$ cat src/rtl/pipe_hz_pkg.sv
package pipe_hz_pkg;

  typedef enum logic [2:0] {
    OP_ALU_R  = 3'd0,
    OP_ALU_I  = 3'd1,
    OP_LOAD   = 3'd2,
    OP_STORE  = 3'd3,
    OP_BRANCH = 3'd4,
    OP_JAL    = 3'd5,
    OP_JALR   = 3'd6,
    OP_OTHER  = 3'd7
  } op_e;

  localparam logic [1:0] FWD_RF  = 2'b00;
  localparam logic [1:0] FWD_MEM = 2'b01;
  localparam logic [1:0] FWD_WB  = 2'b10;

  localparam logic [1:0] PC_SEQ   = 2'd0;
  localparam logic [1:0] PC_JUMP  = 2'd1;
  localparam logic [1:0] PC_REDIR = 2'd2;

  function automatic logic op_reads_a(op_e op);
    return op inside {OP_ALU_R, OP_ALU_I, OP_LOAD, OP_STORE, OP_BRANCH, OP_JALR};
  endfunction

  function automatic logic op_reads_b(op_e op);
    return op inside {OP_ALU_R, OP_STORE, OP_BRANCH};
  endfunction

  function automatic logic op_writes(op_e op);
    return op inside {OP_ALU_R, OP_ALU_I, OP_LOAD, OP_JAL, OP_JALR};
  endfunction

endpackage

$ cat src/rtl/hz_fwd_unit.sv
module hz_fwd_unit
  import pipe_hz_pkg::*;
#(
  parameter int unsigned REG_W     = 5,
  parameter bit          BYPASS_EN = 1'b1
) (
  input  logic             clk_i,
  input  logic             rst_ni,
  input  logic             rd_en_i,
  input  logic [REG_W-1:0] rs_i,
  input  logic             mem_valid_i,
  input  logic             mem_we_i,
  input  logic [REG_W-1:0] mem_rd_i,
  input  logic             wb_valid_i,
  input  logic             wb_we_i,
  input  logic [REG_W-1:0] wb_rd_i,
  output logic [1:0]       sel_o
);

  generate
    if (BYPASS_EN) begin : g_byp
      logic mem_hit, wb_hit;
      assign mem_hit = rd_en_i && mem_valid_i && mem_we_i &&
                       (mem_rd_i != '0) && (mem_rd_i == rs_i);
      assign wb_hit  = rd_en_i && wb_valid_i && wb_we_i &&
                       (wb_rd_i != '0) && (wb_rd_i == rs_i);

      always_comb begin
        sel_o = FWD_RF;
        if (mem_hit)     sel_o = FWD_MEM;
        else if (wb_hit) sel_o = FWD_WB;
      end

      AST_FWD_NOT_ZERO: assert property (@(posedge clk_i) disable iff (!rst_ni)
        (sel_o != FWD_RF) |-> (rs_i != '0 && rd_en_i));
      AST_FWD_YOUNGER_FIRST: assert property (@(posedge clk_i) disable iff (!rst_ni)
        (sel_o == FWD_WB) |-> !(mem_valid_i && mem_we_i && mem_rd_i == rs_i));
    end else begin : g_noby
      logic unused;
      assign unused = ^{rd_en_i, rs_i, mem_valid_i, mem_we_i, mem_rd_i,
                        wb_valid_i, wb_we_i, wb_rd_i};
      assign sel_o  = FWD_RF;
    end
  endgenerate

endmodule

$ cat src/rtl/hz_stall_unit.sv
module hz_stall_unit
  import pipe_hz_pkg::*;
#(
  parameter int unsigned REG_W     = 5,
  parameter bit          BYPASS_EN = 1'b1
) (
  input  logic             clk_i,
  input  logic             rst_ni,
  input  logic             rd_a_i,
  input  logic             rd_b_i,
  input  logic [REG_W-1:0] rs1_i,
  input  logic [REG_W-1:0] rs2_i,
  input  logic             ex_valid_i,
  input  op_e              ex_op_i,
  input  logic [REG_W-1:0] ex_rd_i,
  input  logic             mem_valid_i,
  input  logic             mem_we_i,
  input  logic [REG_W-1:0] mem_rd_i,
  input  logic             wb_valid_i,
  input  logic             wb_we_i,
  input  logic [REG_W-1:0] wb_rd_i,
  output logic             stall_o
);

  localparam int unsigned N_PROD = 3;

  logic [N_PROD-1:0] prod_en;
  logic [N_PROD-1:0] prod_hit;
  logic [REG_W-1:0]  prod_rd [N_PROD];

  // with bypassing only a load in execute is too late to forward
  assign prod_en[0] = ex_valid_i && (BYPASS_EN ? (ex_op_i == OP_LOAD) : op_writes(ex_op_i));
  assign prod_en[1] = !BYPASS_EN && mem_valid_i && mem_we_i;
  assign prod_en[2] = !BYPASS_EN && wb_valid_i && wb_we_i;
  assign prod_rd[0] = ex_rd_i;
  assign prod_rd[1] = mem_rd_i;
  assign prod_rd[2] = wb_rd_i;

  for (genvar g = 0; g < N_PROD; g++) begin : g_prod
    assign prod_hit[g] = prod_en[g] && (prod_rd[g] != '0) &&
                         ((rd_a_i && rs1_i == prod_rd[g]) ||
                          (rd_b_i && rs2_i == prod_rd[g]));
  end

  assign stall_o = |prod_hit;

  AST_STALL_NEEDS_READ: assert property (@(posedge clk_i) disable iff (!rst_ni)
    stall_o |-> (rd_a_i || rd_b_i));

  generate
    if (BYPASS_EN) begin : g_chk_byp
      AST_STALL_ONLY_LOAD: assert property (@(posedge clk_i) disable iff (!rst_ni)
        stall_o |-> (ex_valid_i && ex_op_i == OP_LOAD && ex_rd_i != '0));
    end
  endgenerate

endmodule

$ cat src/rtl/hz_flow_unit.sv
module hz_flow_unit
  import pipe_hz_pkg::*;
(
  input  logic       clk_i,
  input  logic       rst_ni,
  input  logic       dec_valid_i,
  input  op_e        dec_op_i,
  input  logic       ex_valid_i,
  input  op_e        ex_op_i,
  input  logic       ex_taken_i,
  input  logic       raw_stall_i,
  output logic       stall_o,
  output logic       ex_bubble_o,
  output logic       kill_if_o,
  output logic [1:0] pc_sel_o
);

  logic redirect, jump;

  assign redirect = ex_valid_i && ex_taken_i && (ex_op_i inside {OP_BRANCH, OP_JALR});
  // a redirect kills decode, so its jump or stall request is void
  assign jump     = dec_valid_i && (dec_op_i == OP_JAL) && !redirect;

  assign stall_o     = raw_stall_i && !redirect;
  assign ex_bubble_o = stall_o || redirect;
  assign kill_if_o   = redirect || jump;

  always_comb begin
    pc_sel_o = PC_SEQ;
    if (redirect)  pc_sel_o = PC_REDIR;
    else if (jump) pc_sel_o = PC_JUMP;
  end

  AST_REDIRECT_WINS: assert property (@(posedge clk_i) disable iff (!rst_ni)
    (ex_valid_i && ex_taken_i && ex_op_i == OP_BRANCH) |-> (!stall_o && kill_if_o && ex_bubble_o));
  AST_STALL_HOLDS_PC: assert property (@(posedge clk_i) disable iff (!rst_ni)
    stall_o |-> (pc_sel_o == PC_SEQ && ex_bubble_o && !kill_if_o));
  AST_JUMP_NO_BUBBLE: assert property (@(posedge clk_i) disable iff (!rst_ni)
    (pc_sel_o == PC_JUMP) |-> (dec_valid_i && kill_if_o && !ex_bubble_o));
  AST_TAKEN_NEEDS_CTRL: assert property (@(posedge clk_i) disable iff (!rst_ni)
    (pc_sel_o == PC_REDIR) |-> (ex_valid_i && ex_op_i != OP_LOAD && ex_op_i != OP_ALU_R));

endmodule

$ cat src/rtl/pipe_hazard_ctrl.sv
module pipe_hazard_ctrl
  import pipe_hz_pkg::*;
#(
  parameter int unsigned REG_W     = 5,
  parameter bit          BYPASS_EN = 1'b1
) (
  input  logic             clk_i,
  input  logic             rst_ni,
  input  logic             dec_valid_i,
  input  logic [2:0]       dec_op_i,
  input  logic [REG_W-1:0] dec_rs1_i,
  input  logic [REG_W-1:0] dec_rs2_i,
  input  logic             ex_valid_i,
  input  logic [2:0]       ex_op_i,
  input  logic [REG_W-1:0] ex_rs1_i,
  input  logic [REG_W-1:0] ex_rs2_i,
  input  logic [REG_W-1:0] ex_rd_i,
  input  logic             ex_taken_i,
  input  logic             mem_valid_i,
  input  logic             mem_we_i,
  input  logic [REG_W-1:0] mem_rd_i,
  input  logic             wb_valid_i,
  input  logic             wb_we_i,
  input  logic [REG_W-1:0] wb_rd_i,
  output logic [1:0]       fwd_a_o,
  output logic [1:0]       fwd_b_o,
  output logic             stall_o,
  output logic             ex_bubble_o,
  output logic             kill_if_o,
  output logic [1:0]       pc_sel_o
);

  localparam int unsigned N_OPND = 2;

  op_e dec_op, ex_op;
  logic dec_rd_a, dec_rd_b, raw_stall;
  logic [N_OPND-1:0] ex_rd_en;
  logic [REG_W-1:0]  ex_rs [N_OPND];
  logic [1:0]        fwd   [N_OPND];

  assign dec_op   = op_e'(dec_op_i);
  assign ex_op    = op_e'(ex_op_i);
  assign dec_rd_a = dec_valid_i && op_reads_a(dec_op);
  assign dec_rd_b = dec_valid_i && op_reads_b(dec_op);

  assign ex_rd_en[0] = ex_valid_i && op_reads_a(ex_op);
  assign ex_rd_en[1] = ex_valid_i && op_reads_b(ex_op);
  assign ex_rs[0]    = ex_rs1_i;
  assign ex_rs[1]    = ex_rs2_i;

  for (genvar g = 0; g < N_OPND; g++) begin : g_opnd
    hz_fwd_unit #(.REG_W(REG_W), .BYPASS_EN(BYPASS_EN)) u_fwd (
      .clk_i      (clk_i),
      .rst_ni     (rst_ni),
      .rd_en_i    (ex_rd_en[g]),
      .rs_i       (ex_rs[g]),
      .mem_valid_i(mem_valid_i),
      .mem_we_i   (mem_we_i),
      .mem_rd_i   (mem_rd_i),
      .wb_valid_i (wb_valid_i),
      .wb_we_i    (wb_we_i),
      .wb_rd_i    (wb_rd_i),
      .sel_o      (fwd[g])
    );
  end

  assign fwd_a_o = fwd[0];
  assign fwd_b_o = fwd[1];

  hz_stall_unit #(.REG_W(REG_W), .BYPASS_EN(BYPASS_EN)) u_stall (
    .clk_i      (clk_i),
    .rst_ni     (rst_ni),
    .rd_a_i     (dec_rd_a),
    .rd_b_i     (dec_rd_b),
    .rs1_i      (dec_rs1_i),
    .rs2_i      (dec_rs2_i),
    .ex_valid_i (ex_valid_i),
    .ex_op_i    (ex_op),
    .ex_rd_i    (ex_rd_i),
    .mem_valid_i(mem_valid_i),
    .mem_we_i   (mem_we_i),
    .mem_rd_i   (mem_rd_i),
    .wb_valid_i (wb_valid_i),
    .wb_we_i    (wb_we_i),
    .wb_rd_i    (wb_rd_i),
    .stall_o    (raw_stall)
  );

  hz_flow_unit u_flow (
    .clk_i      (clk_i),
    .rst_ni     (rst_ni),
    .dec_valid_i(dec_valid_i),
    .dec_op_i   (dec_op),
    .ex_valid_i (ex_valid_i),
    .ex_op_i    (ex_op),
    .ex_taken_i (ex_taken_i),
    .raw_stall_i(raw_stall),
    .stall_o    (stall_o),
    .ex_bubble_o(ex_bubble_o),
    .kill_if_o  (kill_if_o),
    .pc_sel_o   (pc_sel_o)
  );

  AST_INVALID_QUIET: assert property (@(posedge clk_i) disable iff (!rst_ni)
    (!dec_valid_i && !ex_valid_i) |-> (!stall_o && !kill_if_o && fwd_a_o == 2'b00 && fwd_b_o == 2'b00));

endmodule

$ cat config.mk
export PLATFORM = sky130hd
export DESIGN_NAME = pipe_hazard_ctrl
export DESIGN_NICKNAME = d
export VERILOG_FILES = /design/src/rtl/pipe_hz_pkg.sv /design/src/rtl/hz_fwd_unit.sv /design/src/rtl/hz_stall_unit.sv /design/src/rtl/hz_flow_unit.sv /design/src/rtl/pipe_hazard_ctrl.sv
export SDC_FILE = /design/constraint.sdc
export NUM_CORES = 1
export LEC_CHECK = 0
export CORE_AREA = 4 4 41 43
export DETAILED_ROUTE_END_ITERATION = 7
export DIE_AREA = 0 0 45 47
export DONT_BUFFER_PORTS = 1
export SLEW_MARGIN = 10
export SYNTH_ARGS = -nofsm -noshare
export SYNTH_HDL_FRONTEND = slang
export SYNTH_SLANG_ARGS = --single-unit
$ cat constraint.sdc
create_clock -name vclk -period 1.2
set_input_delay 0 -clock vclk [all_inputs]
set_output_delay 0 -clock vclk [all_outputs]
set_load 0.05 [all_outputs]
==> flow_metrics.py <==
metrics = {
    "cells_and_area": {
        "nClkBuffers": 0,
        "flops_and_latches": 0,
        "antennaDiodeCount": 0,
        "final_area_um2": 762,
        "drive_above_1_share_pct": 29.3,
        "fin_cells": 97,
        "seq_area_um2": 0,
        "syn_to_final_growth_pct": 46.4,
        "utilization_pct": 58.6,
        "nNetsFinal": 134,
    },
    "power": {
        "finalPower_mw": 0.192,
        "p_leak_nw": 0.285,
        "vdd_drop_max_mv": 0.134,
        "power_density_nw_per_um2": 252,
    },
    "die": {
        "io_pins": 59,
        "initial_core_util_pct": 40.0,
        "dieArea_um2": 2120,
        "rows": 13,
        "core_area_um2": 1300,
        "fp.dieH_um": 47,
        "die_w_um": 45,
    },
    "hold_path": {
        "hold_depth": 3,
        "hold_end": "fwd_a_o[0]",
        "hold_path_startpoint": "mem_we_i",
        "hold_class": "in -> out",
    },
    "yosys": {
        "yosys.area.top_type": "xor2_1",
        "syn_avg_cell_area_um2": 7.23,
        "ys_top_cells_by_area": "xor2_1 30%, xnor2_1 22%, nor4_1 6.0%, or4_1 5.8%, nand2_1 5.0%",
        "synth_area_um2": 520,
        "synth_most_common_cell": "xor2_1",
        "yosys_warnings": 0,
        "yosysTopAreaCellShare_pct": 30.3,
        "seq_area_frac_synth_pct": 0,
        "synthTopCellsByCount": "18 x xor2_1, 13 x xnor2_1, 7 x nand2_1",
        "syn_inst": 72,
        "yosysUniqueCellTypes": 21,
        "synth_nets": 122,
    },
    "worst_setup_path": {
        "required_ns": 1.20,
        "critPathMaxFanout": 3,
        "endpoint_kind": "primary output",
        "startpoint_type": "input port",
        "criticalPathCategory": "in -> out",
        "cp_data_arrival_time_ns": 1.33,
    },
    "job": {
        "maxCapViolCount": 0,
    },
    "global_routing": {
        "grt-ovfl-total": 0,
        "grt_pass1_wl_um": 2400,
        "grt_max_degree": 5,
        "grtUsageTotal_pct": 14.7,
        "grt_pass1_vias": 617,
        "antenna_found_initial": 0,
    },
    "sta": {
        "layout_setup_ws_ns": -0.134,
        "finalSetupViolCount": 2,
        "fmax_mhz": 750,
        "slew_headroom_pct": 68.7,
        "slew_violations": 0,
        "post-route-period-util_pct": 111,
        "tightestPinTransition_ns": 0.468,
        "rsz0062_at_grt": "yes",
        "fin_crit_ns": 1.33,
        "hold_violations": 0,
    },
    "drt": {
        "drc": 0,
        "routed_wl_um": 1610,
        "via_count": 555,
        "ant_nets": 0,
        "first_iter_violations": 5,
        "wl_per_cell_um": 16.6,
        "firstDrtPassIters": 2,
        "vias_per_cell": 5.72,
    },
    "placed_design": {
        "port-buffer-count": 0,
        "placed_cells": 96,
        "gp_congestion": 0.832,
        "dpl_worst_slack_ns": -0.179,
        "placed_area_um2": 731,
    },
    "outcome": {
        "status": "complete, but fails checks",
        "violations": "setup timing",
    },
}
placed cells by master (no fill, tap or decap), drive strengths merged:
cell type,instances
nand2,7
a22oi,1
xor2,18
xnor2,13
and3b,1
nor2,5
nand3b,1
nor4,6
nand4,1
nor3,2
nand3,3
inv,1
o41ai,1
o21ai,1
buf,13
nand4b,1
nor2b,1
or4,4
o211ai,2
stage by stage:
| stage | hold WS, ns | TNS, ns |
|---|---|---|
| floorplan | 0.249 | -0.577 |
| global route | 0.328 | -0.382 |
| CTS | 0.323 | -0.290 |
| finish | 0.309 | -0.257 |
| global placement | 0.296 | -0.126 |
| detailed placement | 0.333 | -0.287 |
per-layer routing:
layer | GRT usage [%] | part of all wire (%)
met1 | 15.3 | 31
met2 | 32.5 | 56
met3 | 1.53 | 13
met4 | 0 | 0
met5 | 0 | 0
worst max-delay path, cell delays in order:
cell,delay (ns)
or4_4,0.54
o211ai_4,0.22
nor4_2,0.09
nor4_4,0.30
buf_12,0.18
cell families (layout without fill, tap and decap cells):
logic type,after synthesis,after routing,share of synthesized area [%]
AO/OA/AOI/OAI,5,5,7.93
AND/OR/NAND/NOR,32,32,34.9
buffers and inverters,4,14,5.05
XOR/XNOR,31,31,52.2
power breakdown:
part | leakage [nW] | switching (mW) | internal [mW] | total, mW
logic | 0.285 | 0.0941 | 0.0978 | 0.192
clock network | 0 | 0 | 0 | 0
registers | 0 | 0 | 0 | 0
total | 0.285 | 0.0941 | 0.0978 | 0.192
area by class of cell:
cell class	count	area [um2]
fillers	128	539
inverters	1	3.75
multi-input cells	68	592
well taps	15	18.8
repair buffers	13	148
worst max path at each step:
stage | from | to | slack, ns | cells past startpoint
5_1_grt | mem_rd_i[0] | fwd_b_o[1] | -0.19 | 6
2_1_floorplan | mem_rd_i[0] | fwd_a_o[1] | -0.24 | 4
6_report | mem_rd_i[0] | fwd_a_o[1] | -0.13 | 5
3_3_place_gp | mem_rd_i[0] | fwd_a_o[1] | -0.11 | 5
4_1_cts | mem_rd_i[0] | fwd_a_o[1] | -0.16 | 5
3_5_place_dp | mem_rd_i[0] | fwd_a_o[1] | -0.18 | 5
repair_timing:
action	CTS	global route
hold endpoints to repair	0	0
buffers inserted	1	0
pin swaps	2	2
resized for setup	3	1
endpoints found under the setup margin	3	5
hold buffers	0	0
Note: power is estimated with default switching activity, not from simulation.
